File: src/rtl/seq_pkg.sv
package seq_pkg;

    localparam int CH_W_DEF      = 5;
    localparam int DATA_W_DEF    = 12;
    localparam int REG_SLOTS_DEF = 16;
    localparam int INJ_SLOTS_DEF = 4;
    localparam int CHUNK_W_DEF   = 3;

    typedef enum logic [1:0] {
        EDGE_OFF  = 2'b00,
        EDGE_RISE = 2'b01,
        EDGE_FALL = 2'b10,
        EDGE_BOTH = 2'b11
    } edge_mode_e;

    typedef enum logic {
        GRP_REG = 1'b0,
        GRP_INJ = 1'b1
    } group_e;

    typedef struct packed {
        logic wr_reg;
        logic wr_inj;
        logic reg_list_end;
        logic inj_list_end;
    } done_evt_t;

    function automatic logic edge_hit(input logic [1:0] mode, input logic prev, input logic cur);
        logic rise;
        logic fall;
        rise = cur & ~prev;
        fall = prev & ~cur;
        case (edge_mode_e'(mode))
            EDGE_RISE: edge_hit = rise;
            EDGE_FALL: edge_hit = fall;
            EDGE_BOTH: edge_hit = rise | fall;
            default:   edge_hit = 1'b0;
        endcase
    endfunction

endpackage

File: src/rtl/seq_trig_edge.sv
module seq_trig_edge
    import seq_pkg::*;
(
    input  logic       clk,
    input  logic       rst,
    input  logic [1:0] mode,
    input  logic       ext_in,
    input  logic       sw_in,
    output logic       go
);

    logic prev_q;

    always_ff @(posedge clk) begin
        if (rst) prev_q <= 1'b0;
        else     prev_q <= ext_in;
    end

    assign go = sw_in | edge_hit(mode, prev_q, ext_in);

endmodule

File: src/rtl/seq_sched.sv
module seq_sched
    import seq_pkg::*;
#(
    parameter int CH_W      = CH_W_DEF,
    parameter int REG_SLOTS = REG_SLOTS_DEF,
    parameter int INJ_SLOTS = INJ_SLOTS_DEF,
    parameter int CHUNK_W   = CHUNK_W_DEF,
    localparam int RIDX_W   = $clog2(REG_SLOTS),
    localparam int IIDX_W   = $clog2(INJ_SLOTS)
) (
    input  logic                      clk,
    input  logic                      rst,
    input  logic                      scan_en,
    input  logic                      repeat_en,
    input  logic                      chunk_en,
    input  logic [CHUNK_W-1:0]        chunk_m1,
    input  logic                      inj_step_en,
    input  logic                      inj_after_reg,
    input  logic [RIDX_W-1:0]         reg_len,
    input  logic [REG_SLOTS*CH_W-1:0] reg_seq,
    input  logic [IIDX_W-1:0]         inj_len,
    input  logic [INJ_SLOTS*CH_W-1:0] inj_seq,
    input  logic                      reg_go,
    input  logic                      inj_go,
    input  logic                      conv_done,
    output logic                      conv_req,
    output logic [CH_W-1:0]           conv_ch,
    output done_evt_t                 evt,
    output logic [IIDX_W-1:0]         evt_slot
);

    logic              busy;
    group_e            cur_grp;
    logic              reg_run;
    logic              inj_run;
    logic [RIDX_W-1:0] reg_idx;
    logic [IIDX_W-1:0] inj_idx;
    logic [CHUNK_W-1:0] reg_cnt;

    logic reg_last;
    logic inj_last;
    logic chunk_end;
    logic issue;
    logic finish;
    logic keep_going;

    assign reg_last   = !scan_en || (reg_idx == reg_len);
    assign inj_last   = (inj_idx == inj_len);
    assign chunk_end  = chunk_en && (reg_cnt == chunk_m1);
    assign issue      = !busy && (inj_run || reg_run);
    assign finish     = busy && conv_done;
    assign keep_going = repeat_en && !chunk_en;

    always_ff @(posedge clk) begin
        if (rst) begin
            busy     <= 1'b0;
            cur_grp  <= GRP_REG;
            reg_run  <= 1'b0;
            inj_run  <= 1'b0;
            reg_idx  <= '0;
            inj_idx  <= '0;
            reg_cnt  <= '0;
            conv_req <= 1'b0;
            conv_ch  <= '0;
        end else begin
            conv_req <= 1'b0;
            if (issue) begin
                conv_req <= 1'b1;
                busy     <= 1'b1;
                if (inj_run) begin
                    cur_grp <= GRP_INJ;
                    conv_ch <= inj_seq[inj_idx*CH_W +: CH_W];
                end else begin
                    cur_grp <= GRP_REG;
                    conv_ch <= reg_seq[reg_idx*CH_W +: CH_W];
                end
            end
            if (finish) begin
                busy <= 1'b0;
                if (cur_grp == GRP_INJ) begin
                    if (inj_last) begin
                        inj_idx <= '0;
                        inj_run <= 1'b0;
                    end else begin
                        inj_idx <= inj_idx + 1'b1;
                        if (inj_step_en) inj_run <= 1'b0;
                    end
                end else begin
                    reg_cnt <= reg_cnt + 1'b1;
                    if (reg_last) reg_idx <= '0;
                    else          reg_idx <= reg_idx + 1'b1;
                    if (reg_last && inj_after_reg) begin
                        inj_run <= 1'b1;
                        if (!inj_step_en) inj_idx <= '0;
                    end
                    if (chunk_end || (reg_last && !keep_going)) begin
                        reg_run <= 1'b0;
                        reg_cnt <= '0;
                    end
                end
            end
            if (reg_go && !reg_run) begin
                reg_run <= 1'b1;
                reg_cnt <= '0;
                if (!chunk_en) reg_idx <= '0;
            end
            if (inj_go && !inj_after_reg && !inj_run) begin
                inj_run <= 1'b1;
                if (!inj_step_en) inj_idx <= '0;
            end
        end
    end

    always_comb begin
        evt.wr_reg       = finish && (cur_grp == GRP_REG);
        evt.wr_inj       = finish && (cur_grp == GRP_INJ);
        evt.reg_list_end = finish && (cur_grp == GRP_REG) && reg_last;
        evt.inj_list_end = finish && (cur_grp == GRP_INJ) && inj_last;
    end
    assign evt_slot = inj_idx;

    // a request lasts a single cycle
    a_r3_req_single: assert property (@(posedge clk) disable iff (rst)
        conv_req |=> !conv_req);

    // no second request while one is outstanding
    a_r3_one_outstanding: assert property (@(posedge clk) disable iff (rst)
        (busy && !conv_done) |=> !conv_req);

    // a pending injected list wins the next free slot
    a_r6_inj_first: assert property (@(posedge clk) disable iff (rst)
        (!busy && inj_run) |=> (conv_req && cur_grp == GRP_INJ));

    // a chunk never runs past its size
    a_r5_chunk_bound: assert property (@(posedge clk) disable iff (rst)
        (reg_run && chunk_en) |-> (reg_cnt <= chunk_m1));

endmodule

File: src/rtl/seq_results.sv
module seq_results
    import seq_pkg::*;
#(
    parameter int DATA_W    = DATA_W_DEF,
    parameter int INJ_SLOTS = INJ_SLOTS_DEF,
    localparam int IIDX_W   = $clog2(INJ_SLOTS)
) (
    input  logic                        clk,
    input  logic                        rst,
    input  done_evt_t                   evt,
    input  logic [IIDX_W-1:0]           evt_slot,
    input  logic [DATA_W-1:0]           conv_data,
    input  logic                        eoc_per_conv,
    input  logic                        dr_read,
    input  logic                        eoc_clr,
    input  logic                        inj_eoc_clr,
    input  logic                        overrun_clr,
    output logic [DATA_W-1:0]           reg_data,
    output logic [INJ_SLOTS*DATA_W-1:0] inj_data,
    output logic                        eoc,
    output logic                        inj_eoc,
    output logic                        overrun
);

    logic unread;
    logic [DATA_W-1:0] inj_q [INJ_SLOTS];

    always_ff @(posedge clk) begin
        if (rst) begin
            reg_data <= '0;
            unread   <= 1'b0;
        end else if (evt.wr_reg) begin
            reg_data <= conv_data;
            unread   <= 1'b1;
        end else if (dr_read) begin
            unread   <= 1'b0;
        end
    end

    generate
        for (genvar k = 0; k < INJ_SLOTS; k++) begin : g_inj
            always_ff @(posedge clk) begin
                if (rst)
                    inj_q[k] <= '0;
                else if (evt.wr_inj && evt_slot == IIDX_W'(k))
                    inj_q[k] <= conv_data;
            end
            assign inj_data[k*DATA_W +: DATA_W] = inj_q[k];
        end
    endgenerate

    always_ff @(posedge clk) begin
        if (rst) begin
            eoc     <= 1'b0;
            inj_eoc <= 1'b0;
            overrun <= 1'b0;
        end else begin
            if (evt.wr_reg && (eoc_per_conv || evt.reg_list_end)) eoc <= 1'b1;
            else if (eoc_clr)                                     eoc <= 1'b0;
            if (evt.inj_list_end)  inj_eoc <= 1'b1;
            else if (inj_eoc_clr)  inj_eoc <= 1'b0;
            if (evt.wr_reg && unread && !dr_read) overrun <= 1'b1;
            else if (overrun_clr)                 overrun <= 1'b0;
        end
    end

    // flags hold until cleared
    a_r13_eoc_sticky: assert property (@(posedge clk) disable iff (rst)
        (eoc && !eoc_clr) |=> eoc);
    a_r13_ovr_sticky: assert property (@(posedge clk) disable iff (rst)
        (overrun && !overrun_clr) |=> overrun);

    // overrun rises only on a write over an unread result
    a_r12_ovr_cause: assert property (@(posedge clk) disable iff (rst)
        $rose(overrun) |-> $past(evt.wr_reg && unread));

    // injected-end flag rises only at a list end
    a_r11_inj_end_cause: assert property (@(posedge clk) disable iff (rst)
        $rose(inj_eoc) |-> $past(evt.inj_list_end));

endmodule

File: src/rtl/conv_sequencer.sv
module conv_sequencer
    import seq_pkg::*;
#(
    parameter int CH_W      = CH_W_DEF,
    parameter int DATA_W    = DATA_W_DEF,
    parameter int REG_SLOTS = REG_SLOTS_DEF,
    parameter int INJ_SLOTS = INJ_SLOTS_DEF,
    parameter int CHUNK_W   = CHUNK_W_DEF,
    localparam int RIDX_W   = $clog2(REG_SLOTS),
    localparam int IIDX_W   = $clog2(INJ_SLOTS)
) (
    input  logic                        clk,
    input  logic                        rst,
    input  logic                        scan_en,
    input  logic                        repeat_en,
    input  logic                        chunk_en,
    input  logic [CHUNK_W-1:0]          chunk_m1,
    input  logic                        inj_step_en,
    input  logic                        inj_after_reg,
    input  logic                        eoc_per_conv,
    input  logic [RIDX_W-1:0]           reg_len,
    input  logic [REG_SLOTS*CH_W-1:0]   reg_seq,
    input  logic [IIDX_W-1:0]           inj_len,
    input  logic [INJ_SLOTS*CH_W-1:0]   inj_seq,
    input  logic [1:0]                  reg_edge,
    input  logic [1:0]                  inj_edge,
    input  logic                        reg_sw_start,
    input  logic                        inj_sw_start,
    input  logic                        reg_ext_trig,
    input  logic                        inj_ext_trig,
    output logic                        conv_req,
    output logic [CH_W-1:0]             conv_ch,
    input  logic                        conv_done,
    input  logic [DATA_W-1:0]           conv_data,
    output logic [DATA_W-1:0]           reg_data,
    output logic [INJ_SLOTS*DATA_W-1:0] inj_data,
    input  logic                        dr_read,
    output logic                        eoc,
    output logic                        inj_eoc,
    output logic                        overrun,
    input  logic                        eoc_clr,
    input  logic                        inj_eoc_clr,
    input  logic                        overrun_clr
);

    localparam int N_GRP = 2;

    logic [1:0] grp_mode [N_GRP];
    logic       grp_ext  [N_GRP];
    logic       grp_sw   [N_GRP];
    logic       grp_go   [N_GRP];

    assign grp_mode[0] = reg_edge;
    assign grp_mode[1] = inj_edge;
    assign grp_ext[0]  = reg_ext_trig;
    assign grp_ext[1]  = inj_ext_trig;
    assign grp_sw[0]   = reg_sw_start;
    assign grp_sw[1]   = inj_sw_start;

    generate
        for (genvar g = 0; g < N_GRP; g++) begin : g_trig
            seq_trig_edge u_trig (
                .clk    (clk),
                .rst    (rst),
                .mode   (grp_mode[g]),
                .ext_in (grp_ext[g]),
                .sw_in  (grp_sw[g]),
                .go     (grp_go[g])
            );
        end
    endgenerate

    done_evt_t         evt;
    logic [IIDX_W-1:0] evt_slot;

    seq_sched #(
        .CH_W      (CH_W),
        .REG_SLOTS (REG_SLOTS),
        .INJ_SLOTS (INJ_SLOTS),
        .CHUNK_W   (CHUNK_W)
    ) u_sched (
        .clk           (clk),
        .rst           (rst),
        .scan_en       (scan_en),
        .repeat_en     (repeat_en),
        .chunk_en      (chunk_en),
        .chunk_m1      (chunk_m1),
        .inj_step_en   (inj_step_en),
        .inj_after_reg (inj_after_reg),
        .reg_len       (reg_len),
        .reg_seq       (reg_seq),
        .inj_len       (inj_len),
        .inj_seq       (inj_seq),
        .reg_go        (grp_go[0]),
        .inj_go        (grp_go[1]),
        .conv_done     (conv_done),
        .conv_req      (conv_req),
        .conv_ch       (conv_ch),
        .evt           (evt),
        .evt_slot      (evt_slot)
    );

    seq_results #(
        .DATA_W    (DATA_W),
        .INJ_SLOTS (INJ_SLOTS)
    ) u_results (
        .clk          (clk),
        .rst          (rst),
        .evt          (evt),
        .evt_slot     (evt_slot),
        .conv_data    (conv_data),
        .eoc_per_conv (eoc_per_conv),
        .dr_read      (dr_read),
        .eoc_clr      (eoc_clr),
        .inj_eoc_clr  (inj_eoc_clr),
        .overrun_clr  (overrun_clr),
        .reg_data     (reg_data),
        .inj_data     (inj_data),
        .eoc          (eoc),
        .inj_eoc      (inj_eoc),
        .overrun      (overrun)
    );

endmodule

File: config.mk
export PLATFORM = sky130hd
export DESIGN_NAME = conv_sequencer
export DESIGN_NICKNAME = d
export VERILOG_FILES = /design/src/rtl/seq_pkg.sv /design/src/rtl/seq_trig_edge.sv /design/src/rtl/seq_sched.sv /design/src/rtl/seq_results.sv /design/src/rtl/conv_sequencer.sv
export SDC_FILE = /design/constraint.sdc
export NUM_CORES = 1
export LEC_CHECK = 0
export BUFFER_PORTS_ARGS = -buffer_cell sky130_fd_sc_hd__buf_4
export CORE_MARGIN = 10
export CORE_UTILIZATION = 24
export CTS_BUF_LIST = sky130_fd_sc_hd__clkbuf_16
export CTS_CLUSTER_SIZE = 12
export DETAILED_ROUTE_END_ITERATION = 6
export GPL_TIMING_DRIVEN = 0
export MAX_ROUTING_LAYER = met4
export PLACE_DENSITY = 0.46
export SLEW_MARGIN = 15
export SYNTH_ARGS = -nofsm -noshare
export SYNTH_HDL_FRONTEND = slang
export SYNTH_SLANG_ARGS = --single-unit
File: constraint.sdc
create_clock -name clk -period 2.4 [get_ports clk]
set_input_delay 0.6 -clock clk [delete_from_list [all_inputs] [get_ports clk]]
set_output_delay 0.6 -clock clk [all_outputs]
set_load 0.05 [all_outputs]
* Word-level counts from Yosys, hierarchy flattened
Memories as Yosys holds them, arrays and structs flattened. Index checks and enable logic that the tools add are counted. Widths: inputs -> output; s select.
Word-level totals: input bits 142, register bits 37, RAM bits 48, memories kept 1
Memory list:
- u_results.inj_q | depth 4, bits a word 12, rd ports 4, clocked after memory_dff 0, write ports 4, line seq_results.sv:26 | logic [DATA_W-1:0] inj_q [INJ_SLOTS];
Operators by class: add/sub/neg operators 3, multiplexer cells 54, bitwise logic cells 17, shift-type cells 2, multipliers 2, equality and inequality tests 14, reduce and logical (&&, ||, !) cells 46
Operator list (count):
- $shiftx 80x8->5 | 1
- $mux 12 | 4
- $mux 1 | 34
- $logic_and 1x1->1 | 20
- $mux 4 | 5
- $shiftx 20x6->5 | 1
- $mux 2 | 7
- $reduce_bool 2->1 | 7
- $eq 2x2->1 const B | 6
- $logic_not 1->1 | 8
- $or 1x1->1 | 8
- $mul 4x3->7 const B | 1
- $eq 2x1->1 const B | 3
- $pmux 1 s3 | 2
- $reduce_and 3->1 | 2
- $mul 2x3->5 const B | 1
- $mux 5 | 1
- $not 1->1 | 5
- $add 4x1->4 const B | 1
- $and 1x1->1 | 4
- $eq 4x4->1 | 1
- $logic_or 1x1->1 | 4
- $ne 4x4->1 const B | 1
- $reduce_or 2->1 | 2
- 9 further kinds | 9

* Longest topological paths before layout
depth after elaboration 9, depth in mapped cells 7

* Hierarchy
Synthesis repeated with hierarchy kept, for this count alone.
Second synthesis, totals: cell total of the unflattened synthesis 352, area, all modules 4365.4 µm²
By module, submodules not included:
- seq_results | sequential area each 1761.7 µm², area each 2419.8 µm², cells each 165, instances 1
- seq_sched | sequential area each 380.4 µm², area each 1775.5 µm², cells each 165, instances 1
- seq_trig_edge | sequential area each 20.0 µm², area each 85.1 µm², cells each 11, instances 2

* Least setup slack after synthesis
Ideal clock, no wire load.
path kind input to register, start input reg_len[2], end register u_sched.inj_idx[1], in the netlist u_sched.evt_slot[1], path slack 602 ps, required time 2265 ps, data arrival time 1663 ps, library setup time 135 ps, path buffers 0, cell stages on the path 5, path through xor2_1 -> o41ai_4 -> nand3b_1 -> o211ai_1 -> a21oi_1
Between the ends: longest elaborated chain between the ends 8
RTL lines:
- start, declared | line conv_sequencer.sv:21 | input logic [RIDX_W-1:0] reg_len,
- $eq 4x4->1 (*) | line seq_sched.sv:47 | assign reg_last = !scan_en || (reg_idx == reg_len);
- $logic_or 1x1->1 (*) | line seq_sched.sv:47
- $logic_and 1x1->1 (*) | line seq_sched.sv:92 | if (reg_last && inj_after_reg) begin
- $mux 2 (*) | line seq_sched.sv:92
- $mux 2 (*) | line seq_sched.sv:80 | if (cur_grp == GRP_INJ) begin
- $mux 2 (*) | line seq_sched.sv:78 | if (finish) begin
- $mux 2 | line seq_sched.sv:109 | if (!inj_step_en) inj_idx <= '0;
- $mux 2 (*) | line seq_sched.sv:107 | if (inj_go && !inj_after_reg && !inj_run) begin
- end signal, assigned | line seq_sched.sv:85 | inj_idx <= inj_idx + 1'b1;
- end, declared | line seq_sched.sv:37 | logic [IIDX_W-1:0] inj_idx;
Every way passes the cells marked *; elsewhere a longest branch is shown, timed or not. A chain may end at the register's enable or synchronous reset.

==> run_results.csv <==
group,metric,value,unit
run_status,status,"completed",
power_and_ir_drop,vdd_drop_max,0.287,mV
sta,rsz0062_at_grt,"no",
die,die_area,23700,µm²
setup_path,worstSetupPathType,"reg -> reg",
final_layout,final_common_cell,"buf_4",
min_path,hold_path_class,"reg -> reg",
power_and_ir_drop,power.switching,1.03,mW
power_and_ir_drop,leakagePower,2.87,nW
logic_synthesis,synth_top_area_share,33.5,%
die,die_w,154,µm
clock_network,cts_root_buf,"clkbuf_16",
detailed_routing,routed_wl,15900,µm
setup_path,worstSetupEndpointType,"flop",
setup_path,cpPeakStageDelay,0.39,ns
detailed_routing,drtAntennaViolNets,0,
detailed_routing,firstDrtPassIters,4,
clock_network,clkSinkCount,85,
detailed_routing,vias_per_cell,4.62,
clock_network,clockBufferDepth,2,
place,gp_congestion,0.779,
place,portBuffers,210,
sta,setup_viol,0,
clock_network,post_cts_buffers,0,
sta,layout_setup_ws,0.268,ns
sta,fmax,0.469,GHz
sta,finalSetupTns,0,ns
job,max-cap-violations,0,
logic_synthesis,ys_types,37,
clock_network,cts_resized,0,
clock_network,postCtsHoldBufs,0,
setup_path,r2r_cells,6,
final_layout,final_cell_mix,"buf_4, and3_1, edfxtp_1, nand2_1, dfxtp_1",
final_layout,drive_gt1_share,43.6,%
final_layout,filler_cell_count,1741,
setup_path,start_kind,"flop",
logic_synthesis,syn_avg_cell_area,11.6,µm²
sta,report.final.slew_viol_count,0,
die,num_io_pins,211,
sta,hold_viol,0,
setup_path,slowest_stage,"clkbuf_1",
logic_synthesis,ys_ff_latch,85,
detailed_routing,drc,0,
sta,worst_slew_pin_slew,0.753,ns
sta,slew_headroom,49.6,%
place,dp_hpwl,13100,µm
grt,grt_max_degree,15,
power_and_ir_drop,combPwrFrac,18.5,%
detailed_routing,vias,3806,
setup_path,path_max_fanout,12,
detailed_routing,wire_per_inst,19.4,µm
setup_path,worstPathCellList,"clkbuf_1 -> inv_1 -> ha_1 -> clkbuf_1 -> nand2_1 -> nand2_1",
logic_synthesis,yosysWarnings,0,
detailed_routing,drtIter0Drc,212,
logic_synthesis,syn-num-nets,523,
logic_synthesis,syn_area,4300,µm²
power_and_ir_drop,p_int,2.93,mW
clock_network,clk_latency,0.34,ns
sta,period_share,88.8,%
setup_path,r2r_slack,0.27,ns
logic_synthesis,synth_top_area_cell,"edfxtp_1",
die,initial_utilization,24.7,%
logic_synthesis,ys_seq_area_share,50.7,%
grt,grt_pass1_wl,24300,µm
min_path,holdPathStages,2,
place,pre_cts_ws,0.120,ns
clock_network,cts_buffers,9,
sta,min_period,2.13,ns
die,rows,48,
power_and_ir_drop,seqPwrFrac,41.4,%
grt,grt_pass1_vias,4328,
final_layout,nets,744,
die,die_h,154,µm
logic_synthesis,synth_area_leaders,"edfxtp_1, dfxtp_1, mux4_2",
grt,antenna_found_initial,1,
sta,finClkSkew,0.00651,ns
setup_path,cp.required,2.36,ns
logic_synthesis,synthCells,371,
clock_network,htree_levels,3,
power_and_ir_drop,pwr-share-clk,40.1,%
final_layout,syn_to_final_growth,51.1,%
setup_path,worstPathArrival,2.10,ns
clock_network,path_clk_slew,0.06,ns
power_and_ir_drop,switching_share,26.0,%
die,core-area,17400,µm²
grt,grt_remaining_overflow,0,
grt,grt_usage,13.4,%
clock_network,cts_tree,"built",
power_and_ir_drop,powerDensity,610,nW/µm²
## power by group through the flow
stage                     combinational [mW]  sequential [mW]  clock [mW]
after floorplan                        0.201             1.85           0
after global routing                   0.785             1.65        1.68
after CTS                              0.745             1.64        1.62
after detailed placement               0.743             1.67           0
after global placement                 0.734             1.67           0
final                                  0.733             1.64        1.59
## cell usage after synthesis (all sizes together)
master	count
xnor2	1
dfxtp	37
ha	10
mux4	25
mux2i	10
clkbuf	19
nor4b	1
or3	1
o31ai	1
nand4b	1
edfxtp	48
o22a	5
a32oi	1
a22oi	5
o21bai	1
a31oi	4
nand3	4
a2bb2oi	2
o41ai	2
and3	49
nand3b	4
o211ai	1
o21ai	11
nand2	43
xor2	8
nor2	18
nor3	2
or2	2
buf	7
nor2b	3
o311a	1
a21oi	27
inv	8
nand2b	9
## final timing paths
check / to / from
max: u_results.inj_q[1][6] / u_sched.evt_slot[1]
max reg2reg: u_results.inj_q[1][6] / u_sched.evt_slot[1]
min reg2reg: u_results.reg_data[6] / u_results.reg_data[6]
min: u_results.reg_data[6] / u_results.reg_data[6]
## logic make-up (layout without fill, tap and decap cells)
family	Yosys count	after routing	share of synthesized area, %
compound gates	61	61	9.28
flops	85	85	50.7
simple gates	137	137	16.4
mux	35	35	15.4
buf+inv	34	260	3.38
xor+xnor	9	9	1.83
fa+ha+maj	10	10	2.91
other cells	0	1	0
## per-layer routing
metal	up-vias	wire length (µm)	track usage, %
li1	1822	-	-
met1	1783	6660	15.3
met2	175	7680	22.0
met3	26	1260	4.21
met4	0	333	4.36
met5	-	0	-
## registers in the layout (all words and copies together), names as in the netlist, 2 cells and up
| signal | count |
|---|---|
| u_sched.reg_idx | 4 |
| u_results.inj_q | 48 |
| u_sched.reg_cnt | 3 |
| u_sched.evt_slot | 2 |
| g_trig.u_trig.prev_q | 2 |
| u_sched.conv_ch | 5 |
| u_results.reg_data | 12 |
## stage by stage
stage	cell area (µm²)	util [%]	hold WS, ns	total power, mW	instances
4_1_cts	6500	37.3	0.459	4.01	822
2_1_floorplan	4300	-	0.461	2.05	371
3_3_place_gp	6160	35.4	0.453	2.40	806
6_report	6500	37.3	0.460	3.96	823
3_5_place_dp	6160	35.4	0.450	2.41	806
5_1_grt	6500	37.3	0.488	4.11	823
## final cells by class
cell class                 count  area, µm²  share of cell area [%]
inverter                       8       30.0                   0.462
multi-input combinational    252       1970                    30.4
buffer                        26        115                    1.77
sequential                    85       2180                    33.6
tap                          225        282                    4.33
antenna                        1       2.50                  0.0385
clock inverter                 7        114                    1.75
timing repair buffer         210       1580                    24.3
clock buffer                   9        225                    3.46
## critical path: cells and delay by family, from the launching register on
family,cells,cell delay (ns)
buffers and inverters,3,0.72
AND/OR/NAND/NOR,2,0.42
flip-flops,1,0.36
adder cells (fa/ha/maj),1,0.25
Power figures use the tool's default switching activity.
